$ cat src/rtl/i2c_cmd_pkg.sv
package i2c_cmd_pkg;
  localparam int B_EN    = 0;
  localparam int B_TXI   = 1;
  localparam int B_STOP  = 2;
  localparam int B_NAK   = 3;
  localparam int B_FLUSH = 4;
  localparam int B_TDRE  = 7;
  localparam int ADDR_CTRL = 0;
  localparam int ADDR_DATA = 1;
  localparam int CMD_STOP = 0;
  localparam int CMD_NAK  = 1;
  localparam int NCMD     = 2;
endpackage

$ cat src/rtl/i2c_cmd_rstsync.sv
module i2c_cmd_rstsync #(
  parameter int STAGES = 2
) (
  input  logic clk,
  input  logic rst_ni,
  output logic rst_no
);
  logic [STAGES-1:0] sr_q;
  logic [STAGES-1:0] sr_d;

  always_comb sr_d = {sr_q[STAGES-2:0], 1'b1};

  always_ff @(posedge clk or negedge rst_ni) begin
    if (!rst_ni) sr_q <= '0;
    else         sr_q <= sr_d;
  end

  assign rst_no = sr_q[STAGES-1];
endmodule

$ cat src/rtl/i2c_cmd_bit.sv
module i2c_cmd_bit (
  input  logic clk,
  input  logic rst_ni,
  input  logic set_i,
  input  logic clr_i,
  output logic q_o
);
  logic q_d;

  always_comb begin
    q_d = q_o;
    if (clr_i)      q_d = 1'b0;
    else if (set_i) q_d = 1'b1;
  end

  always_ff @(posedge clk or negedge rst_ni) begin
    if (!rst_ni) q_o <= 1'b0;
    else         q_o <= q_d;
  end

  // software cannot clear a set request
  p_sticky_r2: assert property (@(posedge clk) disable iff (!rst_ni)
    (q_o && !clr_i) |=> q_o);
  p_set_r2: assert property (@(posedge clk) disable iff (!rst_ni)
    (set_i && !clr_i) |=> q_o);
  p_clear_wins_r6: assert property (@(posedge clk) disable iff (!rst_ni)
    clr_i |=> !q_o);
endmodule

$ cat src/rtl/i2c_cmd_txbuf.sv
module i2c_cmd_txbuf #(
  parameter int DW = 8
) (
  input  logic          clk,
  input  logic          rst_ni,
  input  logic          wr_i,
  input  logic [DW-1:0] wdata_i,
  input  logic          flush_i,
  input  logic          load_i,
  output logic [DW-1:0] data_o,
  output logic          tdre_o
);
  logic          data_en;
  logic [DW-1:0] data_d;
  logic          tdre_d;

  always_comb begin
    data_en = flush_i | wr_i;
    data_d  = flush_i ? '0 : wdata_i;
    tdre_d  = tdre_o;
    if (flush_i)     tdre_d = 1'b1;
    else if (wr_i)   tdre_d = 1'b0;
    else if (load_i) tdre_d = 1'b1;
  end

  always_ff @(posedge clk or negedge rst_ni) begin
    if (!rst_ni)      data_o <= '0;
    else if (data_en) data_o <= data_d;
  end

  always_ff @(posedge clk or negedge rst_ni) begin
    if (!rst_ni) tdre_o <= 1'b1;
    else         tdre_o <= tdre_d;
  end

  p_flush_empty_r7: assert property (@(posedge clk) disable iff (!rst_ni)
    flush_i |=> (tdre_o && data_o == '0));
  p_write_fills_r8: assert property (@(posedge clk) disable iff (!rst_ni)
    (wr_i && !flush_i) |=> (!tdre_o && data_o == $past(wdata_i)));
  p_load_empty_r8: assert property (@(posedge clk) disable iff (!rst_ni)
    (load_i && !wr_i) |=> tdre_o);
endmodule

$ cat src/rtl/i2c_cmd_irq.sv
module i2c_cmd_irq (
  input  logic clk,
  input  logic rst_ni,
  input  logic en_i,
  input  logic txi_i,
  input  logic tdre_i,
  output logic irq_o
);
  logic irq_d;

  always_comb irq_d = en_i & txi_i & tdre_i;

  always_ff @(posedge clk or negedge rst_ni) begin
    if (!rst_ni) irq_o <= 1'b0;
    else         irq_o <= irq_d;
  end

  p_irq_rise_r9: assert property (@(posedge clk) disable iff (!rst_ni)
    (en_i && txi_i && tdre_i) |=> irq_o);
  p_irq_full_r9: assert property (@(posedge clk) disable iff (!rst_ni)
    (!tdre_i || !en_i) |=> !irq_o);
endmodule

$ cat src/rtl/i2c_cmd_regs.sv
module i2c_cmd_regs
  import i2c_cmd_pkg::*;
#(
  parameter int AW = 2,
  parameter int DW = 8
) (
  input  logic          clk,
  input  logic          rst_n,
  input  logic          wr_en,
  input  logic [AW-1:0] addr,
  input  logic [DW-1:0] wdata,
  output logic [DW-1:0] rdata,
  input  logic          ev_stop_done_i,
  input  logic          ev_nak_done_i,
  input  logic          ev_slave_busy_i,
  input  logic          ev_load_i,
  output logic          en_o,
  output logic          stop_req_o,
  output logic          nak_req_o,
  output logic          tdre_o,
  output logic [DW-1:0] data_o,
  output logic          txe_irq_o
);
  logic rst_sn;
  logic sel_ctrl, sel_data, wr_ctrl, wr_data;
  logic en_q, en_d, txi_q, txi_d;
  logic [NCMD-1:0] cmd_set, cmd_clr, cmd_q;
  logic [DW-1:0] ctrl_rd;

  i2c_cmd_rstsync #(.STAGES(2)) u_rst (.clk(clk), .rst_ni(rst_n), .rst_no(rst_sn));

  always_comb begin
    sel_ctrl = (addr == AW'(ADDR_CTRL));
    sel_data = (addr == AW'(ADDR_DATA));
    wr_ctrl  = wr_en & sel_ctrl;
    wr_data  = wr_en & sel_data;
    en_d     = wr_ctrl ? wdata[B_EN]  : en_q;
    txi_d    = wr_ctrl ? wdata[B_TXI] : txi_q;
  end

  always_ff @(posedge clk or negedge rst_sn) begin
    if (!rst_sn) begin
      en_q  <= 1'b0;
      txi_q <= 1'b0;
    end else if (wr_ctrl) begin
      en_q  <= en_d;
      txi_q <= txi_d;
    end
  end

  always_comb begin
    cmd_set[CMD_STOP] = wr_ctrl & wdata[B_STOP];
    cmd_set[CMD_NAK]  = wr_ctrl & wdata[B_NAK];
    cmd_clr[CMD_STOP] = ~en_d | ev_stop_done_i | ev_slave_busy_i;
    cmd_clr[CMD_NAK]  = ~en_d | ev_nak_done_i;
  end

  for (genvar i = 0; i < NCMD; i++) begin : g_cmd
    i2c_cmd_bit u_bit (
      .clk(clk), .rst_ni(rst_sn),
      .set_i(cmd_set[i]), .clr_i(cmd_clr[i]), .q_o(cmd_q[i])
    );
  end

  i2c_cmd_txbuf #(.DW(DW)) u_buf (
    .clk(clk), .rst_ni(rst_sn),
    .wr_i(wr_data), .wdata_i(wdata),
    .flush_i(wr_ctrl & wdata[B_FLUSH]), .load_i(ev_load_i),
    .data_o(data_o), .tdre_o(tdre_o)
  );

  i2c_cmd_irq u_irq (
    .clk(clk), .rst_ni(rst_sn),
    .en_i(en_q), .txi_i(txi_q), .tdre_i(tdre_o), .irq_o(txe_irq_o)
  );

  always_comb begin
    ctrl_rd         = '0;
    ctrl_rd[B_EN]   = en_q;
    ctrl_rd[B_TXI]  = txi_q;
    ctrl_rd[B_STOP] = cmd_q[CMD_STOP];
    ctrl_rd[B_NAK]  = cmd_q[CMD_NAK];
    ctrl_rd[B_TDRE] = tdre_o;
    if (sel_ctrl)      rdata = ctrl_rd;
    else if (sel_data) rdata = data_o;
    else               rdata = '0;
  end

  assign en_o       = en_q;
  assign stop_req_o = cmd_q[CMD_STOP];
  assign nak_req_o  = cmd_q[CMD_NAK];

  p_cmd_needs_en_r5: assert property (@(posedge clk) disable iff (!rst_sn)
    (stop_req_o || nak_req_o) |-> en_o);
  p_slave_drop_r3: assert property (@(posedge clk) disable iff (!rst_sn)
    ev_slave_busy_i |=> !stop_req_o);
  p_flush_reads_zero_r7: assert property (@(posedge clk) disable iff (!rst_sn)
    sel_ctrl |-> (rdata[B_FLUSH] == 1'b0));
endmodule

$ cat config.mk
export PLATFORM = sky130hd
export DESIGN_NAME = i2c_cmd_regs
export DESIGN_NICKNAME = d
export VERILOG_FILES = /design/src/rtl/i2c_cmd_pkg.sv /design/src/rtl/i2c_cmd_rstsync.sv /design/src/rtl/i2c_cmd_bit.sv /design/src/rtl/i2c_cmd_txbuf.sv /design/src/rtl/i2c_cmd_irq.sv /design/src/rtl/i2c_cmd_regs.sv
export SDC_FILE = /design/constraint.sdc
export NUM_CORES = 1
export LEC_CHECK = 0
export ABC_AREA = 1
export BUFFER_PORTS_ARGS = -buffer_cell sky130_fd_sc_hd__buf_2
export CORE_MARGIN = 2
export CORE_UTILIZATION = 44
export CTS_CLUSTER_DIAMETER = 120
export DETAILED_ROUTE_END_ITERATION = 10
export GPL_ROUTABILITY_DRIVEN = 0
export GPL_TIMING_DRIVEN = 0
export HOLD_SLACK_MARGIN = 0.08
export PLACE_DENSITY = 0.84
export SKIP_CTS_REPAIR_TIMING = 1
export SLEW_MARGIN = 15
export SYNTH_ARGS = -nofsm -noshare
export SYNTH_HDL_FRONTEND = slang
export SYNTH_HIERARCHICAL = 1
export SYNTH_SLANG_ARGS = --single-unit
$ cat constraint.sdc
create_clock -name clk -period 0.8 [get_ports clk]
set_input_delay 0.08 -clock clk [delete_from_list [all_inputs] [get_ports clk]]
set_output_delay 0.08 -clock clk [all_outputs]
set_load 0.03 [all_outputs]
# Yosys cells after proc, flatten, opt, wreduce, memory -nomap -nowiden
# Index checks and enable logic that the tools add are counted.
# W data, S select, Z words.
# totals
ff_bits,16
in_bits,17
out_inout_bits,21
wordCells,36
# classes
eq_ne,1
n_mux,11
bitwise,12
reduce_logical,4
# ops
cell,n
$mux W8,3
$mux W1,8
$and A1 B1 Y1,7
$or A1 B1 Y1,4
$reduce_bool A2 Y1,2
$reduce_bool A3 Y1,1
$eq A2 B1 Y1 const B,1
$logic_not A2 Y1,1
$not A1 Y1,1

# Longest topological paths before layout
# depth
word_depth,7
ltp_mapped,7
mapped_depth_nobuf,6

# By module
# The synthesis kept the hierarchy.
# by_module_without_submodules
mod,instances,cells_per_inst,area_per_inst_um2,seq_area_each_um2
i2c_cmd_txbuf,1,41,372.9,226.5
i2c_cmd_regs,1,48,252.7,50.0
i2c_cmd_bit,2,3,32.5,25.0
i2c_cmd_rstsync,1,3,53.8,50.0
i2c_cmd_irq,1,4,38.8,25.0

# Worst setup path after synthesis
# Ideal clock, no wire load.
# synth_path
kind,flip-flop to output port
startpoint,reg u_buf.data_o[4]
endpoint,out rdata[4]
t_arrival_ps,998
required_ps,720
slack_ps,-278
stages_incl_launch_ff,3
path_buffers,0
cell_sequence,dfrtp_1 -> inv_1 -> nor2_1
# synth_via
elab_chain_cells,2
# synth_lines
item,line_no,rtl
from (decl),i2c_cmd_txbuf.sv:10,"output logic [DW-1:0] data_o,"
from (signal assigned),i2c_cmd_txbuf.sv:28,else if (data_en) data_o <= data_d;
$mux W8,i2c_cmd_regs.sv:85,else if (sel_data) rdata = data_o;
$mux W8,i2c_cmd_regs.sv:84,if (sel_ctrl) rdata = ctrl_rd;
to (decl),i2c_cmd_regs.sv:12,"output logic [DW-1:0] rdata,"
# Every way passes these cells.

# Worst setup path after layout
# layout_path
startpoint,reg u_buf.tdre_o
endpoint,out rdata[7]
# layout_via
elab_chain_cells,1
# layout_lines
item,line_no,rtl
from (decl),i2c_cmd_txbuf.sv:11,output logic tdre_o
from (signal assigned),i2c_cmd_txbuf.sv:33,else tdre_o <= tdre_d;
$mux W8,i2c_cmd_regs.sv:84,
# Every way passes these cells.

==> flow_summary.toml <==
[sta]
tns_ps = -5540
skew_ps = 0.819
relSlewSlack = 0.610
tightest_slew_ps = 585
drv_slew = 0
clock.fmax_mhz = 815
fin_crit_sh = 1.53
fin_ws_ps = -427
min_period_ps = 1230
hold_viol_final = 0
hold_slack_ps = 15.4
setup_violations = 33
rsz0062_at_grt = "yes"

[cells_and_area]
final_cells = 196
fin_area_um2 = 1550
area_growth_pct = 97.9
drive_gt1_frac = 0.614
antennaDiodeCount = 0
multiInputGateArea_um2 = 430
seq_area_um2 = 414
final_nets = 189
final_util = 0.908
n_fill_cell = 77

[floorplan]
core_um2 = 1710
ios = 38
die_y_um = 46.2
die_w_um = 46.2
initial_core_util = 0.459
rows = 15
die_area_um2 = 2130

[place]
hpwl_mm = 1.59
dpl_cell_area_um2 = 1120
dp_slack_ps = -370
port_buffers = 37
placed_cells = 164

[global_routing]
grtUsageMet3 = 0.0275
grt_pass1_wl_mm = 3.22
grt_max_degree = 15
top_usage_layer = "met2"
grt-ovfl-total = 0
met1_usage = 0.240
first_global_vias = 772
use_met2 = 0.408
grtUsageTotal = 0.219
antenna_found_initial = 0

[detailed_routing]
drt_iter0_drc = 18
dr.pass1.iters = 4
wl_per_cell_um = 16.0
postRouteAntennaNets = 0
wirelength_mm = 3.14
viasPerCell = 5.09
routed-via-count = 998
drc_errors = 0

[power]
ir_worst_vdd_v = 0.00146
fin_total_pwr_mw = 2.53
clkPwrFrac = 0.217
p_leak_nw = 0.790
p_sw_uw = 907
p_comb_frac = 0.379
p_seq_frac = 0.405
switching_share = 0.359
powerDensity_nw_per_um2 = 1630
p_int_mw = 1.62

[yosys]
synth_top_area_share = 0.479
seq_area_frac_synth = 0.513
synth.avg_cell_area_um2 = 7.68
synth_most_common_cell = "nand2_1"
netlist_area_um2 = 783
synth_warnings = 6
synth_cells = 102
syn-num-nets = 119
synth_top_area_cell = "dfrtp_1"
ys_ff_latch = 16
synth_common_cells = "nand2_1 (31), nand3_1 (17), dfrtp_1 (15)"
async_flop_share = 1.00
synthFlopType = "dfrtp_1"
synth_edf_count = 0
ys_types = 15
synth_area_leaders = "dfrtp_1 (48%), nand2_1 (15%), nand3_1 (11%)"

[cts]
clock_latency_ps = 290
root_buffer = "clkbuf_4"
path_clk_slew_ps = 90
numCtsBuffers = 3
cts.sinks = 16
cts_buffer_depth = 2
h-tree-depth = 1
tritoncts = "built"

[worst_setup_path]
worstPathMaxFanout = 4
cpPeakStageDelay_ps = 580
cp_slowest_cell = "dfstp_2"
cp.required_ps = 720
startpoint_type = "flop"
cp-end-kind = "output port"
critPathKind = "reg -> out"
crit_chain = "nand2_2 -> nand2_4 -> buf_6"
worstPathArrival_ps = 1150
rrSetupSlack_ps = -150

[run_status]
outcome = "finished with violations"
violations = "negative setup slack"

[flow_run]
drv_cap = 0

[hold_path]
hold_class = "in -> reg"
[sequential cells by signal, summed over array words and instances, names as in the netlist]
register,count
en_o,1
g_cmd.u_bit/q_o,2
txi_q,1
u_buf/data_o,8
u_buf/tdre_o,1
u_irq/irq_o,1
u_rst/sr_q,2
[routing by layer]
layer	wire length, um	vias up	share of wire
met1	1140	476	0.36
met3	167	16	0.053
met5	0	-	0
met4	151	0	0.048
li1	-	455	-
met2	1680	51	0.54
[power groups by stage]
| stage | Sequential, mW | Clock [mW] | Combinational (mW) |
|---|---|---|---|
| 2_1_floorplan | 1.16 | 0 | 0.276 |
| 3_3_place_gp | 1.01 | 0 | 0.615 |
| 3_5_place_dp | 1.01 | 0 | 0.641 |
| 4_1_cts | 0.996 | 0.536 | 0.643 |
| 5_1_grt | 1.04 | 0.603 | 1.01 |
| 6_report | 1.02 | 0.548 | 0.958 |
[final cells by class]
cell class,instances,area share
repair buffers,65,0.364
clock buffers,4,0.0234
inverters,15,0.0404
multi-input cells,70,0.278
plain buffers,1,0.00726
well taps,25,0.0202
flip-flops and latches,16,0.267
[critical path: cells and delay by family (launching register included)]
kind	cells	cell delay (ps)
simple gates	2	140
flops	1	580
buf+inv	1	130
[logic make-up (layout without fill, tap and decap cells)]
| kind of cell | Yosys count | count (layout) | share of synthesized area |
|---|---|---|---|
| AND/OR/NAND/NOR | 67 | 67 | 0.383 |
| flip-flops | 16 | 16 | 0.513 |
| buffers and inverters | 16 | 85 | 0.0863 |
| AO/OA/AOI/OAI | 2 | 2 | 0.0128 |
| other | 1 | 1 | 0.00479 |
[path summary, 6_finish.rpt]
check	from	end	cells after the start
max in group asynchronous	u_rst/sr_q[1]	en_o	0
min in group asynchronous	rst_n	u_rst/sr_q[0]	2
worst min-delay path	ev_slave_busy_i	g_cmd[0].u_bit/q_o	4
worst min register to register	u_rst/sr_q[1]	u_irq/irq_o	0
worst max register to register	u_buf/tdre_o	u_buf/tdre_o	3
worst max-delay path	u_buf/tdre_o	rdata[7]	3
[placed cells by master (no fill, tap or decap)]
master	n
buf_6	20
a21oi_2	1
buf_2	14
o21ai_1	1
dfrtp_2	10
nand2_4	3
nor2_1	9
buf_4	20
dlygate4sd3_1	11
nand3_1	7
nand2_1	23
inv_1	9
dfstp_2	1
inv_4	1
nand3_2	10
buf_12	1
nor2_2	2
clkinvlp_4	1
nor2_4	6
inv_2	4
dfrtp_1	5
clkbuf_4	3
clkbuf_8	1
nand2_2	7
conb_1	1
Note: power is estimated with default switching activity, not from simulation.
